<file path="src/rtl/agc_det_pkg.sv">
package agc_det_pkg;
    localparam int SAMPLE_W = 14;
    localparam int SLICE_LSB = 4;
    localparam int SLICE_W = SAMPLE_W - SLICE_LSB;
    localparam int EST_W = 9;
    localparam int DECIM = 8;
    localparam int CIC_STAGES = 2;
    localparam int HIST_LEN = 4;

    typedef enum logic [1:0] {
        ORD_NONE = 2'd0,
        ORD_ONE  = 2'd1,
        ORD_FOUR = 2'd2,
        ORD_RSVD = 2'd3
    } comb_ord_e;
endpackage

</file>
<file path="src/rtl/agc_rectifier.sv">
module agc_rectifier #(
    parameter int IN_W  = 10,
    parameter int OUT_W = 9
) (
    input  logic                    clk,
    input  logic                    rst_n,
    input  logic signed [IN_W-1:0]  din,
    output logic [OUT_W-1:0]        mag
);
    localparam int MAXV = (1 << OUT_W) - 1;

    typedef struct packed {
        logic [OUT_W-1:0] mag;
    } rect_st_t;

    rect_st_t st_d, st_q;
    logic signed [IN_W:0] sx;
    logic [IN_W:0]        wide;

    always_comb begin
        st_d = st_q;
        sx   = {din[IN_W-1], din};
        wide = sx[IN_W] ? $unsigned(-sx) : $unsigned(sx);
        if (wide > (IN_W+1)'(MAXV)) begin
            st_d.mag = OUT_W'(MAXV);
        end else begin
            st_d.mag = wide[OUT_W-1:0];
        end
    end

    always_ff @(posedge clk or negedge rst_n) begin
        if (!rst_n) st_q <= '0;
        else        st_q <= st_d;
    end

    assign mag = st_q.mag;

    // a non-negative slice passes straight through one register
    a_r2_positive_pass: assert property (@(posedge clk) disable iff (!rst_n)
        !din[IN_W-1] |=> (mag == OUT_W'($past(din))));
endmodule

</file>
<file path="src/rtl/agc_cic_decim.sv">
module agc_cic_decim #(
    parameter int IN_W   = 9,
    parameter int OUT_W  = 9,
    parameter int DEC    = 8,
    parameter int STAGES = 2
) (
    input  logic              clk,
    input  logic              rst_n,
    input  logic [IN_W-1:0]   din,
    output logic [OUT_W-1:0]  dout,
    output logic              dvalid
);
    localparam int CNT_W  = $clog2(DEC);
    localparam int GROWTH = STAGES * CNT_W;
    localparam int ACC_W  = IN_W + GROWTH + 1;
    localparam int SHIFT  = IN_W + GROWTH - OUT_W;

    typedef struct packed {
        logic [STAGES-1:0][ACC_W-1:0] integ;
        logic [STAGES-1:0][ACC_W-1:0] dly;
        logic [CNT_W-1:0]             cnt;
        logic [OUT_W-1:0]             dout;
        logic                         valid;
    } cic_st_t;

    cic_st_t          st_d, st_q;
    logic [ACC_W-1:0] v;
    logic             tick;

    always_comb begin
        st_d = st_q;
        v    = '0;
        st_d.integ[0] = st_q.integ[0] + ACC_W'(din);
        for (int s = 1; s < STAGES; s++) begin
            st_d.integ[s] = st_q.integ[s] + st_q.integ[s-1];
        end
        tick       = (st_q.cnt == CNT_W'(DEC - 1));
        st_d.cnt   = tick ? '0 : st_q.cnt + 1'b1;
        st_d.valid = tick;
        if (tick) begin
            v = st_q.integ[STAGES-1];
            for (int s = 0; s < STAGES; s++) begin
                st_d.dly[s] = v;
                v = v - st_q.dly[s];
            end
            st_d.dout = v[SHIFT +: OUT_W];
        end
    end

    always_ff @(posedge clk or negedge rst_n) begin
        if (!rst_n) st_q <= '0;
        else        st_q <= st_d;
    end

    assign dout   = st_q.dout;
    assign dvalid = st_q.valid;

    // the decimated strobe never lasts two cycles
    a_r4_single_pulse: assert property (@(posedge clk) disable iff (!rst_n)
        dvalid |=> !dvalid);
endmodule

</file>
<file path="src/rtl/agc_post_comb.sv">
module agc_post_comb
    import agc_det_pkg::*;
#(
    parameter int W   = 9,
    parameter int DLY = 4
) (
    input  logic          clk,
    input  logic          rst_n,
    input  logic [W-1:0]  din,
    input  logic          din_valid,
    input  logic [1:0]    order,
    output logic [W-1:0]  dout,
    output logic          dout_valid
);
    typedef struct packed {
        logic [DLY-1:0][W-1:0] hist;
        logic [W-1:0]          out;
        logic                  valid;
    } post_st_t;

    post_st_t   st_d, st_q;
    comb_ord_e  ord;
    logic [W-1:0] tap;
    logic [W:0]   sum;

    always_comb begin
        st_d  = st_q;
        ord   = comb_ord_e'(order);
        tap   = (ord == ORD_ONE) ? st_q.hist[0] : st_q.hist[DLY-1];
        sum   = {1'b0, din} + {1'b0, tap};
        st_d.valid = din_valid;
        if (din_valid) begin
            st_d.hist[0] = din;
            for (int i = 1; i < DLY; i++) begin
                st_d.hist[i] = st_q.hist[i-1];
            end
            case (ord)
                ORD_ONE, ORD_FOUR: st_d.out = sum[W:1];
                default:           st_d.out = din;
            endcase
        end
    end

    always_ff @(posedge clk or negedge rst_n) begin
        if (!rst_n) st_q <= '0;
        else        st_q <= st_d;
    end

    assign dout       = st_q.out;
    assign dout_valid = st_q.valid;

    // with no extra stage the decimated value passes through unchanged
    a_r5_bypass: assert property (@(posedge clk) disable iff (!rst_n)
        (din_valid && order == 2'd0) |=> (dout == $past(din)));
endmodule

</file>
<file path="src/rtl/agc_power_detect.sv">
module agc_power_detect
    import agc_det_pkg::*;
(
    input  logic                 clk,
    input  logic                 rst_n,
    input  logic [SAMPLE_W-1:0]  sample_in,
    input  logic [1:0]           comb_order,
    output logic [EST_W-1:0]     power_out,
    output logic                 power_valid
);
    logic [EST_W-1:0] mag;
    logic [EST_W-1:0] cic_val;
    logic             cic_vld;

    agc_rectifier #(.IN_W(SLICE_W), .OUT_W(EST_W)) u_rect (
        .clk   (clk),
        .rst_n (rst_n),
        .din   ($signed(sample_in[SAMPLE_W-1:SLICE_LSB])),
        .mag   (mag)
    );

    agc_cic_decim #(.IN_W(EST_W), .OUT_W(EST_W), .DEC(DECIM), .STAGES(CIC_STAGES)) u_cic (
        .clk    (clk),
        .rst_n  (rst_n),
        .din    (mag),
        .dout   (cic_val),
        .dvalid (cic_vld)
    );

    agc_post_comb #(.W(EST_W), .DLY(HIST_LEN)) u_post (
        .clk        (clk),
        .rst_n      (rst_n),
        .din        (cic_val),
        .din_valid  (cic_vld),
        .order      (comb_order),
        .dout       (power_out),
        .dout_valid (power_valid)
    );

    // Checker state: cycles since the last strobe
    logic [7:0] since_v;
    logic       seen_v;
    always_ff @(posedge clk or negedge rst_n) begin
        if (!rst_n) begin
            since_v <= '0;
            seen_v  <= 1'b0;
        end else if (power_valid) begin
            since_v <= '0;
            seen_v  <= 1'b1;
        end else begin
            since_v <= since_v + 1'b1;
        end
    end

    // strobes are exactly DECIM clocks apart
    a_r4_period: assert property (@(posedge clk) disable iff (!rst_n)
        (power_valid && seen_v) |-> (since_v == 8'(DECIM - 1)));

    // the estimate holds between strobes
    a_r9_hold: assert property (@(posedge clk) disable iff (!rst_n)
        !power_valid |-> $stable(power_out));
endmodule

</file>
<file path="config.mk">
export PLATFORM = sky130hd
export DESIGN_NAME = agc_power_detect
export DESIGN_NICKNAME = d
export VERILOG_FILES = /design/src/rtl/agc_det_pkg.sv /design/src/rtl/agc_rectifier.sv /design/src/rtl/agc_cic_decim.sv /design/src/rtl/agc_post_comb.sv /design/src/rtl/agc_power_detect.sv
export SDC_FILE = /design/constraint.sdc
export NUM_CORES = 1
export LEC_CHECK = 0
export BUFFER_PORTS_ARGS = -buffer_cell sky130_fd_sc_hd__buf_2
export CAP_MARGIN = 10
export CORE_ASPECT_RATIO = 0.75
export CORE_UTILIZATION = 55
export CTS_CLUSTER_DIAMETER = 120
export CTS_CLUSTER_SIZE = 14
export DETAILED_ROUTE_END_ITERATION = 6
export PLACE_DENSITY = 0.72
export REMOVE_ABC_BUFFERS = 1
export SLEW_MARGIN = 20
export SYNTH_ARGS = -nofsm -noshare
export SYNTH_HDL_FRONTEND = slang
export SYNTH_SLANG_ARGS = --single-unit
</file>
<file path="constraint.sdc">
create_clock -name clk -period 10.2 [get_ports clk]
set_input_delay 1.02 -clock clk [delete_from_list [all_inputs] [get_ports clk]]
set_output_delay 1.02 -clock clk [all_outputs]
set_load 0.1 [all_outputs]
</file>
==> results by group, run 1 <==
Layout
  – Post-layout nets: 784
  – Synthesis-to-layout area growth: 11.3%
  – Number of standard cells in the layout, taps in and fillers out: 878
  – Ant. Diodes: 0
  – Layout Cell Area excl Fill: 7960 sq um
  – Fraction of final layout cells sized beyond drive strength 1: 17.1%

Floorplanning
  – Effective utilization at floorplan: 57.3%
  – Ports: 28
  – Placeable Area: 12500 sq um
  – Site Rows: 35
  – Overall die area: 13500 sq um
  – Die outline height: 101 um
  – Die width: 134 um

Clock network
  – Buffer count from post-CTS setup fixing: 0
  – Number of buffers inserted during clock tree synthesis: 17
  – Total clock sinks: 128
  – Clock H-tree levels: 4
  – CTS tree: built
  – Clock-pin slew on the worst setup and hold paths: 0.06 ns
  – Number of buffers inserted for hold repair after clock tree synthesis: 0
  – Count of cells resized by post-cts repair: 0
  – Root buffer cell: sky130_fd_sc_hd__clkbuf_16
  – Later-pin clock latency in the skew report: 0.42 ns
  – Deepest clock path buffer count: 2

Min path
  – Class of the most critical hold timing path: reg -> reg

Timing
  – Setup TNS after final layout: 0 ns
  – Fin Clk Skew: 0.00707 ns
  – Slew @ Worst Pin: 1.07 ns
  – Period minus WS final: 3.87 ns
  – Slew Limit Headroom: 28.5%
  – Final hold vios: 0
  – Final period utilization: 37.9%
  – Slew Viols, Final: 0
  – Max Clk Rate: 258 MHz
  – Final setup vio count: 0
  – RSZ-0062 raised after global routing: false

Drt
  – Routed wire length: 12700 um
  – Residual DRC: 0
  – Number of vias in the routed layout: 4843
  – Starting DRT DRC Count: 240
  – Length of the first detailed-routing pass in iterations: 6
  – Average wire length per cell after detail routing: 14.4 um
  – Count of antenna-violating nets left after detailed routing: 0
  – Routed vias/inst: 5.52

Setup path
  – Critical path cell sequence: inv_1 > ha_1 > fa_1 > nor2b_1 > o211ai_1 > nand2_1 > a21oi_1 > xnor2_1 > ha_1 > and3_1 > a32o_1 > a2111oi_4 > o21bai_2 > a21oi_2 > xnor2_1 > mux2_2
  – Critical path data arrival time: 4.17 ns
  – Crit path max-delay cell type: sky130_fd_sc_hd__a2111oi_4
  – Maximum fanout along the worst path: 5
  – Delay of the slowest critical-path stage: 0.43 ns
  – Capturing element type of the critical path: flip-flop
  – Classification of the worst setup path: reg -> reg
  – Crit path required time: 10.50 ns
  – Startpoint type of the worst setup path: flip-flop

Job
  – Total of max-cap violations: 0

Global route
  – Antenna violations before repair: 0
  – Met1 track utilization from global routing: 28.7%
  – Vias in the first global route: 4765
  – Total congestion overflow after global routing: 0
  – All-layer global routing usage: 21.1%
  – Busiest metal layer after global routing: met2
  – Pin count of the biggest net entering global routing: 71
  – Met3 usage in global routing: 4.73%
  – Fraction of met2 tracks used by global routing: 33.3%
  – Wire length of the first global-routing pass: 22400 um

Synthesis
  – Largest cells by area after synthesis: sky130_fd_sc_hd__dfrtp_1, sky130_fd_sc_hd__ha_1, sky130_fd_sc_hd__mux2_2, sky130_fd_sc_hd__xnor2_1, sky130_fd_sc_hd__a21oi_1
  – Synth Instances: 681
  – Top cell type's share of synthesized area: 44.8%
  – Portion of the post-synthesis area used by sequential elements: 44.8%
  – Leading register cell type out of synthesis: sky130_fd_sc_hd__dfrtp_1
  – Post-synthesis register bit count: 128
  – Synth Cell Area: 7150 sq um
  – Count of yosys warnings during synthesis: 0
  – Largest area contributor in the netlist: sky130_fd_sc_hd__dfrtp_1
  – Number of distinct library cells after synthesis: 56
  – Mean instance size in the synthesized netlist: 10.5 sq um
  – Share of synthesized flip-flops with an asynchronous set or reset: 100%
  – Post-synth EDFFs: 0

Placement
  – Post-DP Area: 7370 sq um
  – Number of instances in the placed design: 847
  – DPL Wire Length: 8840 um
  – Buffers added on ports: 23
  – Placer congestion estimate: 0.863

Status
  – Outcome: complete, no violations
==> per-layer routing <==
layer  part of all wire, %  wire (um)
met5                     0          0
met4                   1.5        195
met3                   2.5        316
met2                    46       5820
met1                    50       6330
==> critical path: cells and delay by family, from the launching register on <==
family / cells / cell delay (ns)
AO/OA/AOI/OAI: 6 / 1.39
adder cells (fa/ha/maj): 3 / 0.93
AND/OR/NAND/NOR: 3 / 0.47
flip-flops: 1 / 0.37
XOR/XNOR: 2 / 0.26
multiplexers: 1 / 0.26
buffers and inverters: 1 / 0.06
==> state kept, by name (all words and copies together) (netlist names) <==
name and count:
u_cic.st_q 63, u_post.dout 9, u_cic.dout 9, u_rect.mag 9, u_post.st_q 36, u_cic.dvalid 1, u_post.dout_valid 1
==> layout make-up <==
cell class | count | area [sq um]
Clock buffer | 22 | 484
Clock inverter | 9 | 106
Fill cell | 976 | 4520
Inverter | 58 | 218
Multi-Input combinational cell | 470 | 3610
Sequential cell | 128 | 3200
Tap cell | 166 | 208
Timing Repair Buffer | 25 | 133
==> stage by stage <==
step                hold WS, ns  setup slack (ns)  util, %
global placement          0.415              6.36     59.0
finish                    0.428              6.33     63.8
global route              0.470              6.02     63.8
floorplan                 0.403              6.78        -
detailed placement        0.424              6.31     59.0
CTS                       0.431              6.33     63.8
==> kinds of logic after synthesis <==
logic type               after synthesis  share of synthesized area, %
AND/OR/NAND/NOR                      137                          8.57
buffers and inverters                 83                          4.84
flip-flops                           128                          44.8
adder cells (fa/ha/maj)               66                          12.0
multiplexers                          61                          9.55
XOR/XNOR                              51                          6.44
AO/OA/AOI/OAI                        155                          13.9
==> placed cells by master (no fill, tap or decap), drive strengths merged, types with 22 or more instances in the layout <==
| cell type | count |
|---|---|
| xnor2 | 32 |
| mux2 | 55 |
| nand2 | 57 |
| ha | 62 |
| a21oi | 49 |
| nor2 | 37 |
| dfrtp | 128 |
| inv | 59 |
| clkbuf | 22 |
| buf | 25 |
| o21ai | 46 |
==> worst paths after layout <==
check | to | slack, ns | from | depth (start not counted)
setup / recovery | u_cic.dout[7] | 6.33 | u_cic.st_q[61] | 16
hold / removal | u_cic.st_q[10] | 0.43 | u_cic.st_q[10] | 1
setup reg to reg | u_cic.dout[7] | 6.33 | u_cic.st_q[61] | 16
hold reg to reg | u_cic.st_q[10] | 0.43 | u_cic.st_q[10] | 1
max in group asynchronous | u_cic.st_q[68] | 8.18 | rst_n | 2
min in group asynchronous | u_cic.st_q[45] | 0.72 | rst_n | 1
==> Yosys cell counts (2+ instances only) <==
cell type and n:
sky130_fd_sc_hd__a31oi_1 5, sky130_fd_sc_hd__xnor2_1 32, sky130_fd_sc_hd__a21boi_0 3, sky130_fd_sc_hd__a21oi_1 48
sky130_fd_sc_hd__ha_1 62, sky130_fd_sc_hd__nand2b_1 4, sky130_fd_sc_hd__o21ai_1 3, sky130_fd_sc_hd__mux2i_1 6
sky130_fd_sc_hd__nor2_1 37, sky130_fd_sc_hd__buf_4 9, sky130_fd_sc_hd__a211o_1 2, sky130_fd_sc_hd__nor3_1 8
sky130_fd_sc_hd__nor2b_1 10, sky130_fd_sc_hd__o31ai_1 4, sky130_fd_sc_hd__clkbuf_1 13, sky130_fd_sc_hd__a21o_1 16
sky130_fd_sc_hd__and3_1 8, sky130_fd_sc_hd__nand3_1 6, sky130_fd_sc_hd__a21boi_1 2, sky130_fd_sc_hd__inv_1 58
sky130_fd_sc_hd__o21bai_1 3, sky130_fd_sc_hd__xor2_1 18, sky130_fd_sc_hd__dfrtp_1 128, sky130_fd_sc_hd__nand2_1 57
sky130_fd_sc_hd__buf_1 2, sky130_fd_sc_hd__o211ai_1 3, sky130_fd_sc_hd__mux2_2 54, sky130_fd_sc_hd__o21ai_0 42
sky130_fd_sc_hd__fa_1 4, sky130_fd_sc_hd__o21a_1 8
Power of run 1 is not shown: default switching activity piles up to over one toggle a cycle in this logic, so the estimate is an artifact.
==> run 2: changes to the inputs <==
==> constraint.sdc (replaced) <==
create_clock -name clk -period 4.1 [get_ports clk]
set_input_delay 0.41 -clock clk [delete_from_list [all_inputs] [get_ports clk]]
set_output_delay 0.41 -clock clk [all_outputs]
set_load 0.1 [all_outputs]
==> results by group, run 2 (synthesized netlist as in run 1, its figures left out) <==
Status
  – Outcome: complete, no violations

Setup path
  – Classification of the worst setup path: reg -> reg
  – Critical path data arrival time: 4.08 ns
  – Critical path cell sequence: inv_1 > ha_1 > fa_1 > nor2b_1 > o211ai_1 > nand2_1 > a21oi_1 > xnor2_1 > ha_1 > and3_1 > a32o_1 > a2111oi_4 > o21bai_2 > a21oi_2 > xnor2_1 > mux2_2
  – Capturing element type of the critical path: flip-flop
  – Delay of the slowest critical-path stage: 0.43 ns
  – Maximum fanout along the worst path: 5
  – Minimum setup slack among reg-to-reg paths: 0.32 ns
  – Crit path max-delay cell type: sky130_fd_sc_hd__a2111oi_4
  – Startpoint type of the worst setup path: flip-flop
  – Crit path required time: 4.41 ns

Timing
  – Fin Clk Skew: 0.00906 ns
  – Final period utilization: 92.2%
  – Final setup vio count: 0
  – Setup TNS after final layout: 0 ns
  – Slew Viols, Final: 0
  – Slew Limit Headroom: 30.4%
  – RSZ-0062 raised after global routing: false
  – Period minus WS final: 3.78 ns
  – Slew @ Worst Pin: 1.04 ns
  – Max Clk Rate: 265 MHz
  – Final hold vios: 0

Layout
  – Top flop regs: u_cic.st_q: 63 flops, u_post.st_q: 36 flops
  – Ant. Diodes: 0
  – Most common cell after layout, fill and taps aside: sky130_fd_sc_hd__dfrtp_1
  – Post-layout nets: 785
  – Highest-count cells in the layout ignoring fill and taps: sky130_fd_sc_hd__dfrtp_1, sky130_fd_sc_hd__ha_1, sky130_fd_sc_hd__inv_1
  – Biggest register: u_cic.st_q
  – Fraction of final layout cells sized beyond drive strength 1: 16.9%
  – Max FFs per register: 63
  – Layout Cell Area excl Fill: 7960 sq um
  – Synthesis-to-layout area growth: 11.3%

Floorplanning
  – Overall die area: 13500 sq um
  – Site Rows: 35
  – Die width: 134 um
  – Placeable Area: 12500 sq um
  – Ports: 28
  – Die outline height: 101 um
  – Effective utilization at floorplan: 57.3%

Clock network
  – CTS tree: built
  – Root buffer cell: sky130_fd_sc_hd__clkbuf_16
  – Deepest clock path buffer count: 2
  – Number of buffers inserted for hold repair after clock tree synthesis: 0
  – Buffer count from post-CTS setup fixing: 0
  – Count of cells resized by post-cts repair: 0
  – Clock H-tree levels: 4
  – Number of buffers inserted during clock tree synthesis: 17
  – Later-pin clock latency in the skew report: 0.42 ns
  – Clock-pin slew on the worst setup and hold paths: 0.05 ns
  – Total clock sinks: 128

Drt
  – Starting DRT DRC Count: 225
  – Residual DRC: 0
  – Number of vias in the routed layout: 4803
  – Count of antenna-violating nets left after detailed routing: 0
  – Length of the first detailed-routing pass in iterations: 5
  – Routed vias/inst: 5.47
  – Routed wire length: 13000 um
  – Average wire length per cell after detail routing: 14.8 um

Placement
  – DPL Wire Length: 9030 um
  – Post-DP Area: 7380 sq um
  – Buffers added on ports: 23
  – Placer congestion estimate: 0.848

Global route
  – Antenna violations before repair: 0
  – Pin count of the biggest net entering global routing: 74
  – Met1 track utilization from global routing: 29.2%
  – Vias in the first global route: 4958
  – Wire length of the first global-routing pass: 23400 um
  – All-layer global routing usage: 22.1%
  – Fraction of met2 tracks used by global routing: 35.7%
  – Met3 usage in global routing: 5.63%
  – Busiest metal layer after global routing: met2
  – Total congestion overflow after global routing: 0

Min path
  – Class of the most critical hold timing path: in -> async

Job
  – Total of max-cap violations: 0
run 2: changes by cell type in the layout (fill, tap and decap cells not counted), sizes merged:
cell	before	now
clkbuf	22	25
clkinv	3	2
inv	59	58
buf	25	26
clkinvlp	3	1
run 2: stage by stage:
stage               instances  setup slack, ns  utilization (%)  hold WS [ns]
floorplan                 656            0.703                -         0.114
global placement          848            0.454             59.1         0.413
detailed placement        848            0.320             59.1         0.425
CTS                       878            0.313             63.8         0.170
global route              878           0.0210             63.8         0.201
finish                    878            0.321             63.8         0.107
run 2: cell type report:
cell class	instances	area [sq um]
Multi-Input combinational cell	470	3610
Tap cell	166	208
Clock buffer	25	505
Clock inverter	5	77.6
Inverter	58	218
Sequential cell	128	3200
Fill cell	971	4520
Timing Repair Buffer	26	140
run 2: worst max-delay path: cells and delay by family (launching register included):
family,cells,cell delay [ns]
AOI/OAI and AO/OA,6,1.36
xor gates and xnor gates,2,0.28
adders and majority gates,3,0.91
buffers and inverters,1,0.05
DFF,1,0.37
muxes,1,0.26
and+or+nand+nor,3,0.44
run 2: path summary, 6_finish.rpt:
kind	startpoint	to	depth (start not counted)
setup / recovery	u_cic.st_q[61]	u_cic.dout[7]	16
hold / removal	rst_n	u_cic.st_q[45]	1
setup reg to reg	u_cic.st_q[61]	u_cic.dout[7]	16
hold reg to reg	u_cic.st_q[10]	u_cic.st_q[10]	1
max in group asynchronous	rst_n	u_cic.dvalid	2
min in group clk	sample_in[11]	u_rect.mag[7]	2
run 2: metal layers:
| metal | share of wire, % | routed length [um] |
|---|---|---|
| met4 | 1.6 | 205 |
| met2 | 47 | 6060 |
| met3 | 2.9 | 383 |
| met1 | 49 | 6360 |
| met5 | 0 | 0 |
Power of run 2 is left out for the same reason.
==> run 3: changes to the inputs <==
--- a/config.mk
+++ b/config.mk
@@ -5,15 +5,14 @@
 export SDC_FILE = /design/constraint.sdc
 export NUM_CORES = 1
 export LEC_CHECK = 0
-export BUFFER_PORTS_ARGS = -buffer_cell sky130_fd_sc_hd__buf_2
-export CAP_MARGIN = 10
+export BUFFER_PORTS_ARGS = -buffer_cell sky130_fd_sc_hd__buf_4
+export CAP_MARGIN = 40
 export CORE_ASPECT_RATIO = 0.75
 export CORE_UTILIZATION = 55
 export CTS_CLUSTER_DIAMETER = 120
 export CTS_CLUSTER_SIZE = 14
 export DETAILED_ROUTE_END_ITERATION = 6
 export PLACE_DENSITY = 0.72
-export REMOVE_ABC_BUFFERS = 1
 export SLEW_MARGIN = 20
 export SYNTH_ARGS = -nofsm -noshare
 export SYNTH_HDL_FRONTEND = slang
==> results by group, run 3 (synthesized netlist as in run 1, its figures left out) <==
Layout
  – Highest-count cells in the layout ignoring fill and taps: sky130_fd_sc_hd__dfrtp_1, sky130_fd_sc_hd__ha_1, sky130_fd_sc_hd__inv_1
  – Post-layout nets: 788
  – Max FFs per register: 63
  – Number of fill cells in the layout: 959
  – Most common cell after layout, fill and taps aside: sky130_fd_sc_hd__dfrtp_1
  – Top flop regs: u_cic.st_q: 63 flops, u_post.st_q: 36 flops
  – Ant. Diodes: 0
  – Fraction of final layout cells sized beyond drive strength 1: 17.3%
  – Layout Cell Area excl Fill: 8130 sq um
  – Biggest register: u_cic.st_q
  – Number of standard cells in the layout, taps in and fillers out: 882
  – Synthesis-to-layout area growth: 13.7%

Setup path
  – Critical path data arrival time: 4.06 ns
  – Critical path buffer and inverter count: 1
  – Crit path max-delay cell type: sky130_fd_sc_hd__fa_1
  – Capturing element type of the critical path: flip-flop
  – R2R depth: 16
  – Minimum setup slack among reg-to-reg paths: 0.34 ns
  – Maximum fanout along the worst path: 5
  – Delay of the slowest critical-path stage: 0.41 ns
  – Critical path cell sequence: inv_1 > ha_1 > fa_1 > nor2b_1 > o211ai_1 > nand2_1 > a21oi_1 > xnor2_1 > ha_1 > and3_1 > a32o_1 > a2111oi_4 > o21bai_2 > a21oi_2 > xnor2_1 > mux2_2
  – Capture point of the worst reg-to-reg path: u_cic.dout[7]
  – Crit path required time: 4.39 ns
  – Reg2Reg Launch Point: u_cic.st_q[61]
  – Startpoint type of the worst setup path: flip-flop
  – Family with the most delay on the worst path: compound AO/OA/AOI/OAI gates
  – Classification of the worst setup path: reg -> reg

Timing
  – RSZ-0062 raised after global routing: false
  – Fin Clk Skew: 0.00881 ns
  – Slew Viols, Final: 0
  – Slew @ Worst Pin: 0.680 ns
  – Period minus WS final: 3.76 ns
  – Slew Limit Headroom: 54.7%
  – Final hold vios: 0
  – Max Clk Rate: 266 MHz
  – Hold WS: 0.201 ns
  – Setup TNS after final layout: 0 ns
  – Final setup vio count: 0
  – Final period utilization: 91.8%

Floorplanning
  – Overall die area: 13500 sq um
  – Die width: 134 um
  – Placeable Area: 12500 sq um
  – Ports: 28
  – Site Rows: 35
  – Die outline height: 101 um
  – Effective utilization at floorplan: 57.3%

Clock network
  – Later-pin clock latency in the skew report: 0.41 ns
  – CTS tree: built
  – Buffer count from post-CTS setup fixing: 0
  – Clock H-tree levels: 4
  – Clock-pin slew on the worst setup and hold paths: 0.06 ns
  – Deepest clock path buffer count: 2
  – Number of buffers inserted during clock tree synthesis: 17
  – Total clock sinks: 128
  – Root buffer cell: sky130_fd_sc_hd__clkbuf_16

Min path
  – Class of the most critical hold timing path: in -> reg
  – Count of cells along the worst hold path: 2
  – Hold endpoint: u_rect.mag[7]
  – Hold_sp: sample_in[11]

Global route
  – Vias in the first global route: 5119
  – All-layer global routing usage: 22.8%
  – Total congestion overflow after global routing: 0
  – Pin count of the biggest net entering global routing: 58
  – Wire length of the first global-routing pass: 24100 um
  – Antenna violations before repair: 0

Placement
  – Post-DP Area: 7480 sq um
  – DPL Wire Length: 9690 um
  – Number of instances in the placed design: 849
  – Buffers added on ports: 23
  – Placer congestion estimate: 0.859

Drt
  – Number of vias in the routed layout: 4877
  – Starting DRT DRC Count: 290
  – Length of the first detailed-routing pass in iterations: 5
  – Average wire length per cell after detail routing: 15.5 um
  – Routed vias/inst: 5.53
  – Residual DRC: 0
  – Routed wire length: 13700 um
  – Count of antenna-violating nets left after detailed routing: 0

Status
  – Outcome: complete, no violations

Synthesis
  – Net count after synthesis: 765

Job
  – Total of max-cap violations: 0
-- run 3: cell types whose count changed in the layout (fill, tap and decap cells not counted), moves of 2 or more --
cell,change
sky130_fd_sc_hd__buf_12,+2
sky130_fd_sc_hd__buf_16,+2
sky130_fd_sc_hd__buf_2,-22
sky130_fd_sc_hd__buf_4,+20
sky130_fd_sc_hd__bufinv_16,+2
sky130_fd_sc_hd__clkbuf_8,-4
sky130_fd_sc_hd__clkinv_2,+2
-- run 3: worst max-delay path by stage --
stage,from,end,cells after the start
after floorplan,u_cic.st_q[13],u_cic.dout[7],15
after global placement,u_cic.st_q[61],u_cic.dout[7],16
after detailed placement,u_cic.st_q[61],u_cic.dout[7],16
after CTS,u_cic.st_q[61],u_cic.dout[7],16
after global routing,u_cic.st_q[14],u_cic.dout[7],16
final,u_cic.st_q[61],u_cic.dout[7],16
-- run 3: worst register-to-register path, stage by stage, from the launching register on --
cell and delay (ns):
sky130_fd_sc_hd__dfrtp_1 0.38, sky130_fd_sc_hd__inv_1 0.06, sky130_fd_sc_hd__ha_1 0.20, sky130_fd_sc_hd__fa_1 0.41, sky130_fd_sc_hd__nor2b_1 0.21, sky130_fd_sc_hd__o211ai_1 0.17
sky130_fd_sc_hd__nand2_1 0.09, sky130_fd_sc_hd__a21oi_1 0.07, sky130_fd_sc_hd__xnor2_1 0.18, sky130_fd_sc_hd__ha_1 0.29, sky130_fd_sc_hd__and3_1 0.15, sky130_fd_sc_hd__a32o_1 0.34
sky130_fd_sc_hd__a2111oi_4 0.40, sky130_fd_sc_hd__o21bai_2 0.16, sky130_fd_sc_hd__a21oi_2 0.17, sky130_fd_sc_hd__xnor2_1 0.07, sky130_fd_sc_hd__mux2_2 0.26
-- run 3: area by class of cell --
class | count | area [sq um] | share of cell area, %
Multi-Input combinational cell | 470 | 3610 | 44.4
Sequential cell | 128 | 3200 | 39.4
Timing Repair Buffer | 29 | 285 | 3.51
Clock buffer | 20 | 447 | 5.49
Clock inverter | 11 | 164 | 2.02
Tap cell | 166 | 208 | 2.55
Inverter | 58 | 218 | 2.68
-- run 3: routing by layer --
| layer | routed length, um | vias up | global-route usage [%] |
|---|---|---|---|
| met5 | 0 | - | 0 |
| met4 | 179 | 0 | 7.26 |
| met3 | 371 | 18 | 4.83 |
| met2 | 6360 | 63 | 36.0 |
| met1 | 6780 | 2398 | 31.6 |
| li1 | - | 2398 | - |
-- run 3: metrics by stage --
stage | setup slack (ns) | util (%)
floorplan | 0.715 | -
global placement | 0.452 | 59.6
detailed placement | 0.376 | 60.0
CTS | 0.325 | 64.9
global route | 0.0354 | 65.2
finish | 0.336 | 65.2
-- run 3: repair_timing --
| item | CTS | global route |
|---|---|---|
| hold endpoints to repair | 18 | 0 |
| resized for setup | 0 | 0 |
| hold buffers | 1 | 0 |
| setup endpoints to repair | 0 | 0 |
Power of run 3 is left out for the same reason.
